<file path="config.mk">
export PLATFORM = sky130hd
export DESIGN_NAME = cc_line_encoder
export DESIGN_NICKNAME = d
export VERILOG_FILES = /design/src/rtl/cc_pkg.sv /design/src/rtl/cc_bit_timer.sv /design/src/rtl/cc_frame_builder.sv /design/src/rtl/cc_line_encoder.sv
export SDC_FILE = /design/constraint.sdc
export NUM_CORES = 1
export LEC_CHECK = 0
export ABC_AREA = 1
export BUFFER_PORTS_ARGS = -buffer_cell sky130_fd_sc_hd__buf_2
export CAP_MARGIN = 5
export CORE_UTILIZATION = 50
export CTS_CLUSTER_SIZE = 30
export DETAILED_ROUTE_END_ITERATION = 6
export HOLD_SLACK_MARGIN = 0.03
export PLACE_DENSITY_LB_ADDON = 0.3
export SLEW_MARGIN = 10
export SYNTH_ARGS = -nofsm -noshare
export SYNTH_HDL_FRONTEND = slang
export SYNTH_SLANG_ARGS = --single-unit
</file>
<file path="constraint.sdc">
create_clock -name clk -period 5.01 [get_ports clk]
set_input_delay 0 -clock clk [delete_from_list [all_inputs] [get_ports clk]]
set_output_delay 0 -clock clk [all_outputs]
set_load 0.02 [all_outputs]
</file>
<file path="src/rtl/cc_pkg.sv">
package cc_pkg;
    typedef enum logic [1:0] {
        ST_IDLE = 2'd0,
        ST_WAIT = 2'd1,
        ST_SEND = 2'd2
    } cc_state_e;

    localparam int RUNIN_HALVES = 14;
    localparam int FRAME_BITS   = 19;
    localparam int TOTAL_HALVES = RUNIN_HALVES + 2 * FRAME_BITS;
    localparam int HALF_W       = $clog2(TOTAL_HALVES);
    localparam int PERIOD_525   = 1716;
    localparam int PERIOD_625   = 1728;
    localparam int HALF_STEP    = 64;
    localparam logic [15:0] NULL_PAIR = 16'h8080;
endpackage

</file>
<file path="src/rtl/cc_bit_timer.sv">
module cc_bit_timer #(
    parameter int ACC_W = 11
) (
    input  logic clk,
    input  logic rst_n,
    input  logic run,
    input  logic sel_625,
    output logic tick
);
    import cc_pkg::*;

    logic [ACC_W-1:0] acc_d, acc_q;
    logic [ACC_W-1:0] period;
    logic [ACC_W-1:0] sum;

    always_comb begin
        period = sel_625 ? ACC_W'(PERIOD_625) : ACC_W'(PERIOD_525);
        sum    = acc_q + ACC_W'(HALF_STEP);
        tick   = 1'b0;
        acc_d  = acc_q;
        if (!run) begin
            acc_d = '0;
        end else if (sum >= period) begin
            acc_d = sum - period;
            tick  = 1'b1;
        end else begin
            acc_d = sum;
        end
    end

    always_ff @(posedge clk) begin
        if (!rst_n) acc_q <= '0;
        else        acc_q <= acc_d;
    end

    assert_acc_range_R4: assert property (@(posedge clk) disable iff (!rst_n)
        acc_q < period);

    assert_idle_clear_R4: assert property (@(posedge clk) disable iff (!rst_n)
        !run |=> (acc_q == '0));
endmodule

</file>
<file path="src/rtl/cc_frame_builder.sv">
module cc_frame_builder (
    input  logic [7:0]                     byte_a,
    input  logic [7:0]                     byte_b,
    output logic [cc_pkg::FRAME_BITS-1:0]  frame
);
    logic par_a, par_b;

    always_comb begin
        par_a = ~(^byte_a[6:0]);
        par_b = ~(^byte_b[6:0]);
        frame = {par_b, byte_b[6:0], par_a, byte_a[6:0], 3'b100};
    end
endmodule

</file>
<file path="src/rtl/cc_line_encoder.sv">
module cc_line_encoder
    import cc_pkg::*;
#(
    parameter int LINE_W = 9,
    parameter int DLY_W  = 8,
    parameter int ACC_W  = 11
) (
    input  logic              clk,
    input  logic              rst_n,
    input  logic              line_start,
    input  logic              field_start,
    input  logic              field_id,
    input  logic              sel_625,
    input  logic [LINE_W-1:0] cfg_line,
    input  logic [DLY_W-1:0]  cfg_delay,
    input  logic              wr_en,
    input  logic              wr_field,
    input  logic [7:0]        wr_byte_a,
    input  logic [7:0]        wr_byte_b,
    output logic              cc_active,
    output logic              cc_level
);
    localparam logic [HALF_W-1:0] LAST_HALF = HALF_W'(TOTAL_HALVES - 1);
    localparam logic [HALF_W-1:0] RUNIN_H   = HALF_W'(RUNIN_HALVES);
    localparam int                IDX_W     = $clog2(FRAME_BITS);

    typedef struct packed {
        cc_state_e              state;
        logic [LINE_W-1:0]      line_cnt;
        logic                   field;
        logic [DLY_W-1:0]       dcnt;
        logic [HALF_W-1:0]      half;
        logic [FRAME_BITS-1:0]  frame;
        logic [1:0]             pend;
        logic [1:0][15:0]       pair;
    } enc_t;

    enc_t cur_q, nxt_d;

    logic                  tick;
    logic                  load_fld;
    logic [15:0]           sel_pair;
    logic [FRAME_BITS-1:0] frame_w;
    logic [LINE_W-1:0]     line_next;
    logic [HALF_W-1:0]     rel_half;
    logic [IDX_W-1:0]      bit_idx;

    cc_bit_timer #(.ACC_W(ACC_W)) u_timer (
        .clk     (clk),
        .rst_n   (rst_n),
        .run     (cur_q.state == ST_SEND),
        .sel_625 (sel_625),
        .tick    (tick)
    );

    cc_frame_builder u_frame (
        .byte_a (sel_pair[7:0]),
        .byte_b (sel_pair[15:8]),
        .frame  (frame_w)
    );

    always_comb begin
        nxt_d     = cur_q;
        load_fld  = field_start ? field_id : cur_q.field;
        sel_pair  = cur_q.pend[load_fld] ? cur_q.pair[load_fld] : NULL_PAIR;
        line_next = field_start ? LINE_W'(1) : cur_q.line_cnt + LINE_W'(1);

        case (cur_q.state)
            ST_WAIT: begin
                if (cur_q.dcnt == cfg_delay) begin
                    nxt_d.state = ST_SEND;
                    nxt_d.half  = '0;
                end else begin
                    nxt_d.dcnt = cur_q.dcnt + DLY_W'(1);
                end
            end
            ST_SEND: begin
                if (tick) begin
                    if (cur_q.half == LAST_HALF) begin
                        nxt_d.state = ST_IDLE;
                        nxt_d.half  = '0;
                    end else begin
                        nxt_d.half = cur_q.half + HALF_W'(1);
                    end
                end
            end
            default: ;
        endcase

        if (line_start) begin
            nxt_d.line_cnt = line_next;
            if (field_start) nxt_d.field = field_id;
            if (line_next == cfg_line) begin
                nxt_d.state          = ST_WAIT;
                nxt_d.dcnt           = '0;
                nxt_d.half           = '0;
                nxt_d.frame          = frame_w;
                nxt_d.pend[load_fld] = 1'b0;
            end
        end

        if (wr_en) begin
            nxt_d.pair[wr_field] = {wr_byte_b, wr_byte_a};
            nxt_d.pend[wr_field] = 1'b1;
        end
    end

    always_ff @(posedge clk) begin
        if (!rst_n) begin
            cur_q       <= '0;
            cur_q.state <= ST_IDLE;
        end else begin
            cur_q <= nxt_d;
        end
    end

    always_comb begin
        rel_half  = cur_q.half - RUNIN_H;
        bit_idx   = IDX_W'(rel_half >> 1);
        cc_active = (cur_q.state == ST_SEND);
        if (cur_q.state != ST_SEND)    cc_level = 1'b0;
        else if (cur_q.half < RUNIN_H) cc_level = ~cur_q.half[0];
        else                           cc_level = cur_q.frame[bit_idx];
    end

    assert_blank_idle_R8: assert property (@(posedge clk) disable iff (!rst_n)
        !cc_active |-> !cc_level);

    assert_runin_high_R5: assert property (@(posedge clk) disable iff (!rst_n)
        $rose(cc_active) |-> (cc_level && cur_q.half == '0));

    assert_line_match_R2: assert property (@(posedge clk) disable iff (!rst_n)
        $rose(cc_active) |-> (cur_q.line_cnt == cfg_line));

    assert_half_step_R4: assert property (@(posedge clk) disable iff (!rst_n)
        (cc_active && $past(cc_active)) |->
            (cur_q.half == $past(cur_q.half) || cur_q.half == $past(cur_q.half) + HALF_W'(1)));

    assert_end_idle_R4: assert property (@(posedge clk) disable iff (!rst_n)
        $fell(cc_active) |-> ($past(cur_q.half) == LAST_HALF || $past(line_start)));
endmodule

</file>
==> results.sh, run 1 <==
export IMPL_finalHoldViolations=0
export IMPL_layout_commonest_cell="nand2_1"
export IMPL_rsz0062_at_grt="false"
export IMPL_die_area_mm2=0.00990
export IMPL_fin_crit_sh_pct=48.7
export IMPL_critPathCaptureType="register"
export IMPL_synth_top_family_by_area="simple AND/OR/NAND/NOR gates"
export IMPL_rows=35
export IMPL_synthAdderAreaFrac_pct=3.16
export IMPL_ir_drop_v=0.000119
export IMPL_ant_nets=0
export IMPL_drv_cap=0
export IMPL_grt_max_degree=57
export IMPL_syn_inst=731
export IMPL_cpMostUsedCell="nand2_1"
export IMPL_dr_first_iter_drc_count=170
export IMPL_worstPathRequired_ns=5.26
export IMPL_synth_ff_type="dfxtp_1"
export IMPL_place_area_mm2=0.00500
export IMPL_antenna_found_initial=0
export IMPL_skew_ns=0.00734
export IMPL_synthMuxAreaShare_pct=0
export IMPL_viasPerCell=4.99
export IMPL_async_reset_ff_share_pct=0
export IMPL_max_slew_margin_rel_pct=39.7
export IMPL_ys_warn_count=0
export IMPL_first_global_vias=4159
export IMPL_cp_arrival_ns=2.69
export IMPL_path_cells="ha_1 > nand3_1 > inv_1 > nand2_1 > nand2_1 > nand3_2 > xor2_1 > nor2_2 > nand3_4 > inv_2 > nand2_1 > nand2_1 > nor2_1"
export IMPL_gr_total_overflow=0
export IMPL_clk_pin_slew_worst_paths_ns=0.09
export IMPL_max_freq_mhz=409
export IMPL_hold_class="in2reg"
export IMPL_root_buffer="clkbuf_8"
export IMPL_drt_first_pass_iters=4
export IMPL_dieHeight_um=99.5
export IMPL_portBuffers=40
export IMPL_synth_cell_type_count=36
export IMPL_antenna_cells=0
export IMPL_synth_compound_area_share_pct=14.7
export IMPL_status="completed"
export IMPL_drc=0
export IMPL_area_delta_synth_final_pct=12.1
export IMPL_synthSimpleGateAreaFrac_pct=32.8
export IMPL_crit_slowest_cell="dfxtp_1"
export IMPL_leakage_nw=2.42
export IMPL_crit_buf_inv=2
export IMPL_initial_core_util_pct=51.5
export IMPL_layout_common_cells="nand2_1, inv_1, dfxtp_1, nor2_1, o21ai_0"
export IMPL_cp_top_family="simple AND/OR/NAND/NOR gates"
export IMPL_core_area_mm2=0.00924
export IMPL_finalWirelength_um=10300
export IMPL_clock_sinks=82
export IMPL_fin_area_mm2=0.00533
export IMPL_yosysSeqAreaShare_pct=34.5
export IMPL_synth_area_per_cell_um2=6.50
export IMPL_critPathKind="reg2reg"
export IMPL_slew_viol_final=0
export IMPL_syn_area_mm2=0.00475
export IMPL_avgRoutedWirePerCell_um=11.3
export IMPL_cts_buffer_depth=2
export IMPL_place_congestion=0.828
export IMPL_nNetsFinal=829
export IMPL_synth_xor_area_share_pct=4.61
export IMPL_critPathMaxStageDelay_ns=0.45
export IMPL_clkLatencyLatePin_ns=0.35
export IMPL_postCtsSetupRepairBufs=0
export IMPL_vias=4542
export IMPL_htree_levels=3
export IMPL_worst_slew_pin_slew_ns=0.904
export IMPL_synth_nets=784
export IMPL_fin_crit_ns=2.44
export IMPL_num_io_pins=43
export IMPL_yosys_register_bits=82
export IMPL_start_kind="register"
export IMPL_grt_use_total_pct=21.7
export IMPL_dp_hpwl_um=7170
export IMPL_powerDensity_mw_per_mm2=243
export IMPL_critPathMaxFanout=22
export IMPL_tns_ns=0
export IMPL_hold_slack_ns=0.0903
export IMPL_grt_pass1_wl_um=17600
export IMPL_finalSetupViolations=0
export IMPL_cts_buffers=9
export IMPL_die_w_um=99.5
export IMPL_tritoncts="built"
export IMPL_layout_drive_gt1_share_pct=10.8
export IMPL_synth_edf_count=0
## layout make-up
type                    instances  area (um2)
clock inverters                 6        48.8
inverters                      98         368
clock buffers                  10         138
multi-input cells             530        2620
repair buffers                 55         348
well taps                     129         161
flip-flops and latches         82        1640
fillers                       905        3910
## final timing paths
kind | startpoint | end | slack [ns] | depth (start not counted)
worst max-delay path | cur_q[68] | cur_q[41] | 2.57 | 13
worst min register to register | register | register | 0.45 | 2
worst min-delay path | line_start | cur_q[69] | 0.09 | 2
worst max register to register | cur_q[68] | cur_q[41] | 2.57 | 13
## metal layers
metal | global-route usage, % | share of wire [%] | vias up
li1 | - | - | 2423
met1 | 25.7 | 47 | 2012
met2 | 39.8 | 48 | 95
met3 | 3.23 | 2.9 | 12
met4 | 7.81 | 1.3 | 0
met5 | 0 | 0 | -
## synth_stat cells, types with 3 or more instances
| cell | number | share of area [%] |
|---|---|---|
| nand2_1 | 195 | 15 |
| inv_1 | 95 | 7.5 |
| dfxtp_1 | 82 | 35 |
| nor2_1 | 81 | 6.4 |
| o21ai_0 | 68 | 7.2 |
| a21oi_1 | 42 | 4.4 |
| nand3_1 | 40 | 4.2 |
| nand4_1 | 15 | 2.0 |
| xor2_1 | 14 | 2.6 |
| ha_1 | 12 | 3.2 |
| nor3_1 | 11 | 1.2 |
| xnor2_1 | 11 | 2.0 |
| clkbuf_1 | 10 | 0.79 |
| a21oi_2 | 8 | 1.5 |
| nand2_2 | 5 | 0.66 |
| nand3b_1 | 5 | 0.79 |
| buf_2 | 4 | 0.42 |
| buf_6 | 4 | 0.95 |
| nor2_2 | 4 | 0.53 |
| inv_2 | 3 | 0.24 |
## cell families after synthesis
family                     Yosys count
AOI/OAI and AO/OA                  129
buffers and inverters              119
and+or+nand+nor                    364
adders and majority gates           12
DFF                                 82
xor gates and xnor gates            25
## through the flow
stage               total power, mW  worst slack [ns]  instances  util, %
global placement              0.831              2.62        880     54.1
global route                   1.35              2.25        910     57.7
detailed placement            0.836              2.57        880     54.1
CTS                            1.30              2.55        910     57.7
floorplan                     0.797              3.12        731        -
finish                         1.29              2.57        910     57.7
## where the power goes
group | internal [mW] | switching [mW] | leakage (nW) | total [mW]
sequential | 0.672 | 0.0130 | 0.668 | 0.685
combinational | 0.0557 | 0.0887 | 1.67 | 0.144
clock | 0.199 | 0.265 | 0.0859 | 0.464
## what timing repair did
action | CTS | global route
hold buffers | 14 | 0
hold endpoints to repair | 28 | 0
resized for setup | 0 | 0
(Power assumes the default switching activity.)
==> inputs of run 2 (changes only) <==
clock period = 2.05 ns   (was 5.01 ns; I/O delays follow)
==> results.sh, run 2 (synthesized netlist as in run 1, its figures left out) <==
export IMPL_status="complete, but fails checks"
export IMPL_violations="negative setup slack"
export IMPL_ir_drop_v=0.000386
export IMPL_rows=35
export IMPL_num_io_pins=43
export IMPL_finalWirelength_um=10900
export IMPL_powerDensity_mw_per_mm2=557
export IMPL_drv_cap=0
export IMPL_fin_util_pct=63.1
export IMPL_endpoint="cur_q[52]"
export IMPL_viasPerCell=5.02
export IMPL_clk_pin_slew_worst_paths_ns=0.10
export IMPL_cts_buffer_depth=2
export IMPL_tritoncts="built"
export IMPL_reg2regPathDepth=11
export IMPL_cts_buffers=9
export IMPL_finalSetupViolations=15
export IMPL_dr_first_iter_drc_count=193
export IMPL_vias=4745
export IMPL_fin_area_mm2=0.00583
export IMPL_place_area_mm2=0.00521
export IMPL_layout_drive_gt1_share_pct=18.6
export IMPL_fin_total_pwr_mw=3.25
export IMPL_slew_viol_final=0
export IMPL_avgRoutedWirePerCell_um=11.5
export IMPL_first_global_vias=4342
export IMPL_layout_common_cells="nand2_1, inv_1, nor2_1, dfxtp_1, o21ai_0"
export IMPL_grt_use_total_pct=22.4
export IMPL_root_buffer="clkbuf_8"
export IMPL_hold_class="in2reg"
export IMPL_clkLatencyLatePin_ns=0.36
export IMPL_finalHoldViolations=0
export IMPL_max_freq_mhz=471
export IMPL_dp_hpwl_um=7530
export IMPL_hold_slack_ns=0.0555
export IMPL_start_kind="register"
export IMPL_ant_nets=0
export IMPL_drc=0
export IMPL_clock_sinks=82
export IMPL_area_delta_synth_final_pct=22.7
export IMPL_core_area_mm2=0.00924
export IMPL_crit_start="cur_q[68]"
export IMPL_place_congestion=0.878
export IMPL_nNetsFinal=865
export IMPL_grt_max_degree=25
export IMPL_fin_crit_sh_pct=103
export IMPL_die_area_mm2=0.00990
export IMPL_max_slew_margin_rel_pct=66.5
export IMPL_antenna_found_initial=0
export IMPL_critPathMaxFanout=6
export IMPL_leakage_nw=2.66
export IMPL_grt_pass1_wl_um=18200
export IMPL_hold_start="rst_n"
export IMPL_skew_ns=0.0186
export IMPL_dieHeight_um=99.5
export IMPL_rsz0062_at_grt="true"
export IMPL_die_w_um=99.5
export IMPL_r2r_end="cur_q[52]"
export IMPL_drt_first_pass_iters=5
export IMPL_gr_total_overflow=0
export IMPL_initial_core_util_pct=51.5
export IMPL_critPathCaptureType="register"
export IMPL_cp_arrival_ns=2.37
export IMPL_fin_crit_ns=2.12
export IMPL_antenna_cells=0
export IMPL_critPathKind="reg2reg"
export IMPL_worst_slew_pin_slew_ns=0.501
export IMPL_worstPathRequired_ns=2.30
export IMPL_worst_slack_ns=-0.0714
export IMPL_portBuffers=40
export IMPL_htree_levels=3
export IMPL_r2r_start="cur_q[68]"
export IMPL_layout_commonest_cell="nand2_1"
export IMPL_reg2reg_slack_ns=-0.07
run 2: critical path, cell delays in order, from the launching register on:
cell and delay, ns:
dfxtp_2 0.37, ha_4 0.15, nand4_1 0.16, o21bai_1 0.23, nand3_1 0.13, nand2_1 0.13, nand3_2 0.09, nor2_4 0.21
nand3_4 0.18, buf_6 0.20, o21ai_2 0.11, nor2_1 0.05
run 2: repair_timing:
item	4_1_cts	5_1_grt
pin swaps	8	14
resized for setup	12	51
hold buffers	14	0
setup endpoints to repair	26	44
gates cloned	1	3
setup buffers	2	6
endpoints found under the hold margin	28	0
run 2: routing by layer:
metal	wire length (um)	vias up	global-route usage [%]
met2	5540	112	41.2
met3	438	9	4.43
met1	4800	2122	26.4
met4	121	0	5.88
met5	0	-	0
li1	-	2502	-
run 2: per-stage QoR:
step	instances	setup slack (ns)	setup TNS, ns
5_1_grt	946	-0.226	-5.23
3_5_place_dp	904	-0.0238	-0.0401
4_1_cts	937	0.0154	0
3_3_place_gp	904	0.0761	0
6_report	946	-0.0714	-0.536
2_1_floorplan	731	0.162	0
run 2: how the worst min path moves through the flow:
stage | slack [ns] | depth (start not counted) | endpoint
6_report | 0.06 | 3 | cur_q[37]
5_1_grt | 0.06 | 3 | cur_q[41]
4_1_cts | 0.04 | 3 | cur_q[41]
3_5_place_dp | 0.25 | 3 | register
3_3_place_gp | 0.23 | 3 | register
2_1_floorplan | 0.13 | 2 | register
run 2: power breakdown:
part           leakage, nW  internal (mW)  switching, mW
Clock                0.103          0.486          0.685
Combinational         1.88          0.168          0.239
Sequential           0.670           1.64         0.0301
run 2: cell type report:
class / count / area, um2
Clock buffer: 9 / 124
Clock inverter: 7 / 76.3
Fill cell: 827 / 3410
Inverter: 98 / 375
Multi-Input combinational cell: 531 / 2790
Sequential cell: 82 / 1650
Tap cell: 129 / 161
Timing Repair Buffer: 87 / 642
Timing Repair inverter: 3 / 20.0
==> inputs of run 3 (changes only) <==
ABC_AREA = default   (was 1)
BUFFER_PORTS_ARGS = -buffer_cell sky130_fd_sc_hd__buf_4   (was -buffer_cell sky130_fd_sc_hd__buf_2)
CORE_MARGIN = 2   (was default)
==> results.sh, run 3 <==
export IMPL_path_cells="buf_4 > nand4_1 > or3_4 > a41oi_2 > o32ai_2 > o2111a_2 > buf_12 > nand2b_4 > a31oi_1"
export IMPL_grt_use_total_pct=22.9
export IMPL_synthMuxAreaShare_pct=7.30
export IMPL_die_w_um=101
export IMPL_max_slew_margin_rel_pct=49.3
export IMPL_antenna_found_initial=0
export IMPL_reg2reg_slack_ns=-0.24
export IMPL_synth_nets=624
export IMPL_dp_hpwl_um=7350
export IMPL_ys_top_cells_by_count="nand2_1, dfxtp_1, nor2_1, o21ai_0, xnor2_1"
export IMPL_nFillCells=723
export IMPL_synth_ff_type="dfxtp_1"
export IMPL_synth_compound_area_share_pct=18.2
export IMPL_synth_top_cells_by_area="dfxtp_1, nand2_1, xnor2_1"
export IMPL_max_freq_mhz=436
export IMPL_vias=4333
export IMPL_clkLatencyLatePin_ns=0.36
export IMPL_finalSetupViolations=36
export IMPL_area_delta_synth_final_pct=31.0
export IMPL_finalHoldViolations=0
export IMPL_critPathCaptureType="register"
export IMPL_leakage_nw=2.34
export IMPL_critPathMaxStageDelay_ns=0.38
export IMPL_critPathKind="reg2reg"
export IMPL_ir_drop_v=0.000508
export IMPL_crit_slowest_cell="or3_4"
export IMPL_syn_inst=571
export IMPL_tritoncts="built"
export IMPL_grt_pass1_wl_um=19200
export IMPL_num_io_pins=43
export IMPL_worst_slack_ns=-0.242
export IMPL_clkPwrFrac_pct=34.5
export IMPL_critPathMaxFanout=8
export IMPL_yosysTopAreaCell="dfxtp_1"
export IMPL_dpl_cell_count=739
export IMPL_portBuffers=40
export IMPL_yosys_register_bits=82
export IMPL_nNetsFinal=721
export IMPL_synth_xor_area_share_pct=9.58
export IMPL_drt_first_pass_iters=4
export IMPL_first_global_vias=4293
export IMPL_layout_cells_non_filler=784
export IMPL_seqPwrFrac_pct=53.0
export IMPL_fin_crit_sh_pct=112
export IMPL_cts_buffers=9
export IMPL_grtUsageMet3_pct=3.33
export IMPL_yosysMostFrequentCell="nand2_1"
export IMPL_skew_ns=0.00877
export IMPL_violations="negative setup slack"
export IMPL_viasPerCell=5.53
export IMPL_die_area_mm2=0.0102
export IMPL_initial_core_util_pct=51.3
export IMPL_rsz0062_at_grt="true"
export IMPL_syn_area_mm2=0.00471
export IMPL_finalWirelength_um=11300
export IMPL_status="complete, but fails checks"
export IMPL_layout_drive_gt1_share_pct=27.9
export IMPL_ant_nets=0
export IMPL_tns_ns=-6.36
export IMPL_place_congestion=0.884
export IMPL_synthSimpleGateAreaFrac_pct=22.9
export IMPL_clock_sinks=82
export IMPL_drv_cap=0
export IMPL_fin_area_mm2=0.00617
export IMPL_async_reset_ff_share_pct=0
export IMPL_intPower_mw=2.27
export IMPL_synth_top_family_by_area="simple AND/OR/NAND/NOR gates"
export IMPL_cp_top_family="compound AO/OA/AOI/OAI gates"
export IMPL_synth_top_area_share_pct=34.8
export IMPL_dieHeight_um=101
export IMPL_start_kind="register"
export IMPL_layout_common_cells="nand2_1, buf_4, dfxtp_1, nor2_1, xnor2_1"
export IMPL_worstPathRequired_ns=2.33
export IMPL_synth_cell_type_count=60
export IMPL_synth_edf_count=0
export IMPL_dr_first_iter_drc_count=211
export IMPL_combPwrFrac_pct=12.6
export IMPL_crit_buf_inv=2
export IMPL_synthAdderAreaFrac_pct=3.18
export IMPL_grt_busiest_layer="met2"
export IMPL_fin_crit_ns=2.29
export IMPL_root_buffer="clkbuf_8"
export IMPL_powerDensity_mw_per_mm2=505
export IMPL_cts_buffer_depth=2
export IMPL_ys_warn_count=0
export IMPL_met1_usage_pct=27.9
export IMPL_fin_total_pwr_mw=3.12
export IMPL_synth_area_per_cell_um2=8.26
export IMPL_layout_commonest_cell="nand2_1"
export IMPL_slew_viol_final=0
export IMPL_drc=0
export IMPL_gr_total_overflow=0
export IMPL_grt_max_degree=40
export IMPL_worst_slew_pin_slew_ns=0.760
export IMPL_clk_pin_slew_worst_paths_ns=0.09
export IMPL_rows=35
export IMPL_antenna_cells=0
export IMPL_htree_levels=3
export IMPL_switching_share_pct=27.1
export IMPL_core_area_mm2=0.00920
export IMPL_avgRoutedWirePerCell_um=14.4
export IMPL_cp_arrival_ns=2.57
export IMPL_use_met2_pct=41.4
export IMPL_hold_class="in2reg"
export IMPL_power_switching_mw=0.846
export IMPL_place_area_mm2=0.00540
export IMPL_yosysSeqAreaShare_pct=34.8
-- run 3: path summary, 6_finish.rpt --
| kind | from | endpoint | cells after the start |
|---|---|---|---|
| max reg2reg | cur_q[68] | cur_q[58] | 9 |
| max | cur_q[68] | cur_q[58] | 9 |
| min | wr_field | register | 4 |
| min reg2reg | cur_q[49] | cur_q[49] | 2 |
-- run 3: repair_timing --
item	in CTS	in global routing
resized for setup	59	25
setup endpoints to repair	39	44
hold buffers	15	0
hold endpoints to repair	30	0
buffers inserted	9	3
gates cloned	3	0
pin swaps	24	8
-- run 3: final cells by class --
type                    instances  area, um2  area share [%]
clock buffers                   9        124            2.01
clock inverters                 7       52.6           0.851
inverters                      16       60.1           0.973
multi-input cells             448       3200            51.8
flip-flops and latches         82       1650            26.8
well taps                     111        139            2.25
repair buffers                111        950            15.4
-- run 3: stage by stage --
| stage | utilization, % | hold WS [ns] | worst slack [ns] |
|---|---|---|---|
| after floorplan | - | 0.145 | -0.0512 |
| after global placement | 58.7 | 0.268 | -0.147 |
| after detailed placement | 58.7 | 0.277 | -0.184 |
| after CTS | 66.1 | 0.0455 | -0.202 |
| after global routing | 67.1 | 0.0963 | -0.329 |
| final | 67.1 | 0.0554 | -0.242 |
-- run 3: cell families after synthesis --
group                    after synthesis
AO/OA/AOI/OAI                        127
XOR/XNOR                              50
adder cells (fa/ha/maj)               12
buffers and inverters                 43
flip-flops                            82
multiplexers                          28
AND/OR/NAND/NOR                      229
-- run 3: power groups by stage --
stage / registers [mW] / clock network, mW / logic, mW
6_report: 1.65 / 1.08 / 0.392
5_1_grt: 1.66 / 1.18 / 0.433
4_1_cts: 1.65 / 1.10 / 0.389
3_5_place_dp: 1.69 / 0 / 0.353
3_3_place_gp: 1.69 / 0 / 0.343
2_1_floorplan: 1.68 / 0 / 0.230
-- run 3: routing by layer --
layer  vias up  share of wire [%]  routed length [um]
li1       2189                  -                   -
met1      2059                 44                4990
met2        71                 52                5860
met3        14                2.7                 311
met4         0                1.3                 150
met5         -                  0                   0
-- run 3: worst reg2reg max path: cells and delay by family (launching register included) --
family,cells,cell delay (ns)
AO/OA/AOI/OAI,4,0.82
buffers and inverters,2,0.30
flip-flops,1,0.36
AND/OR/NAND/NOR,3,0.76
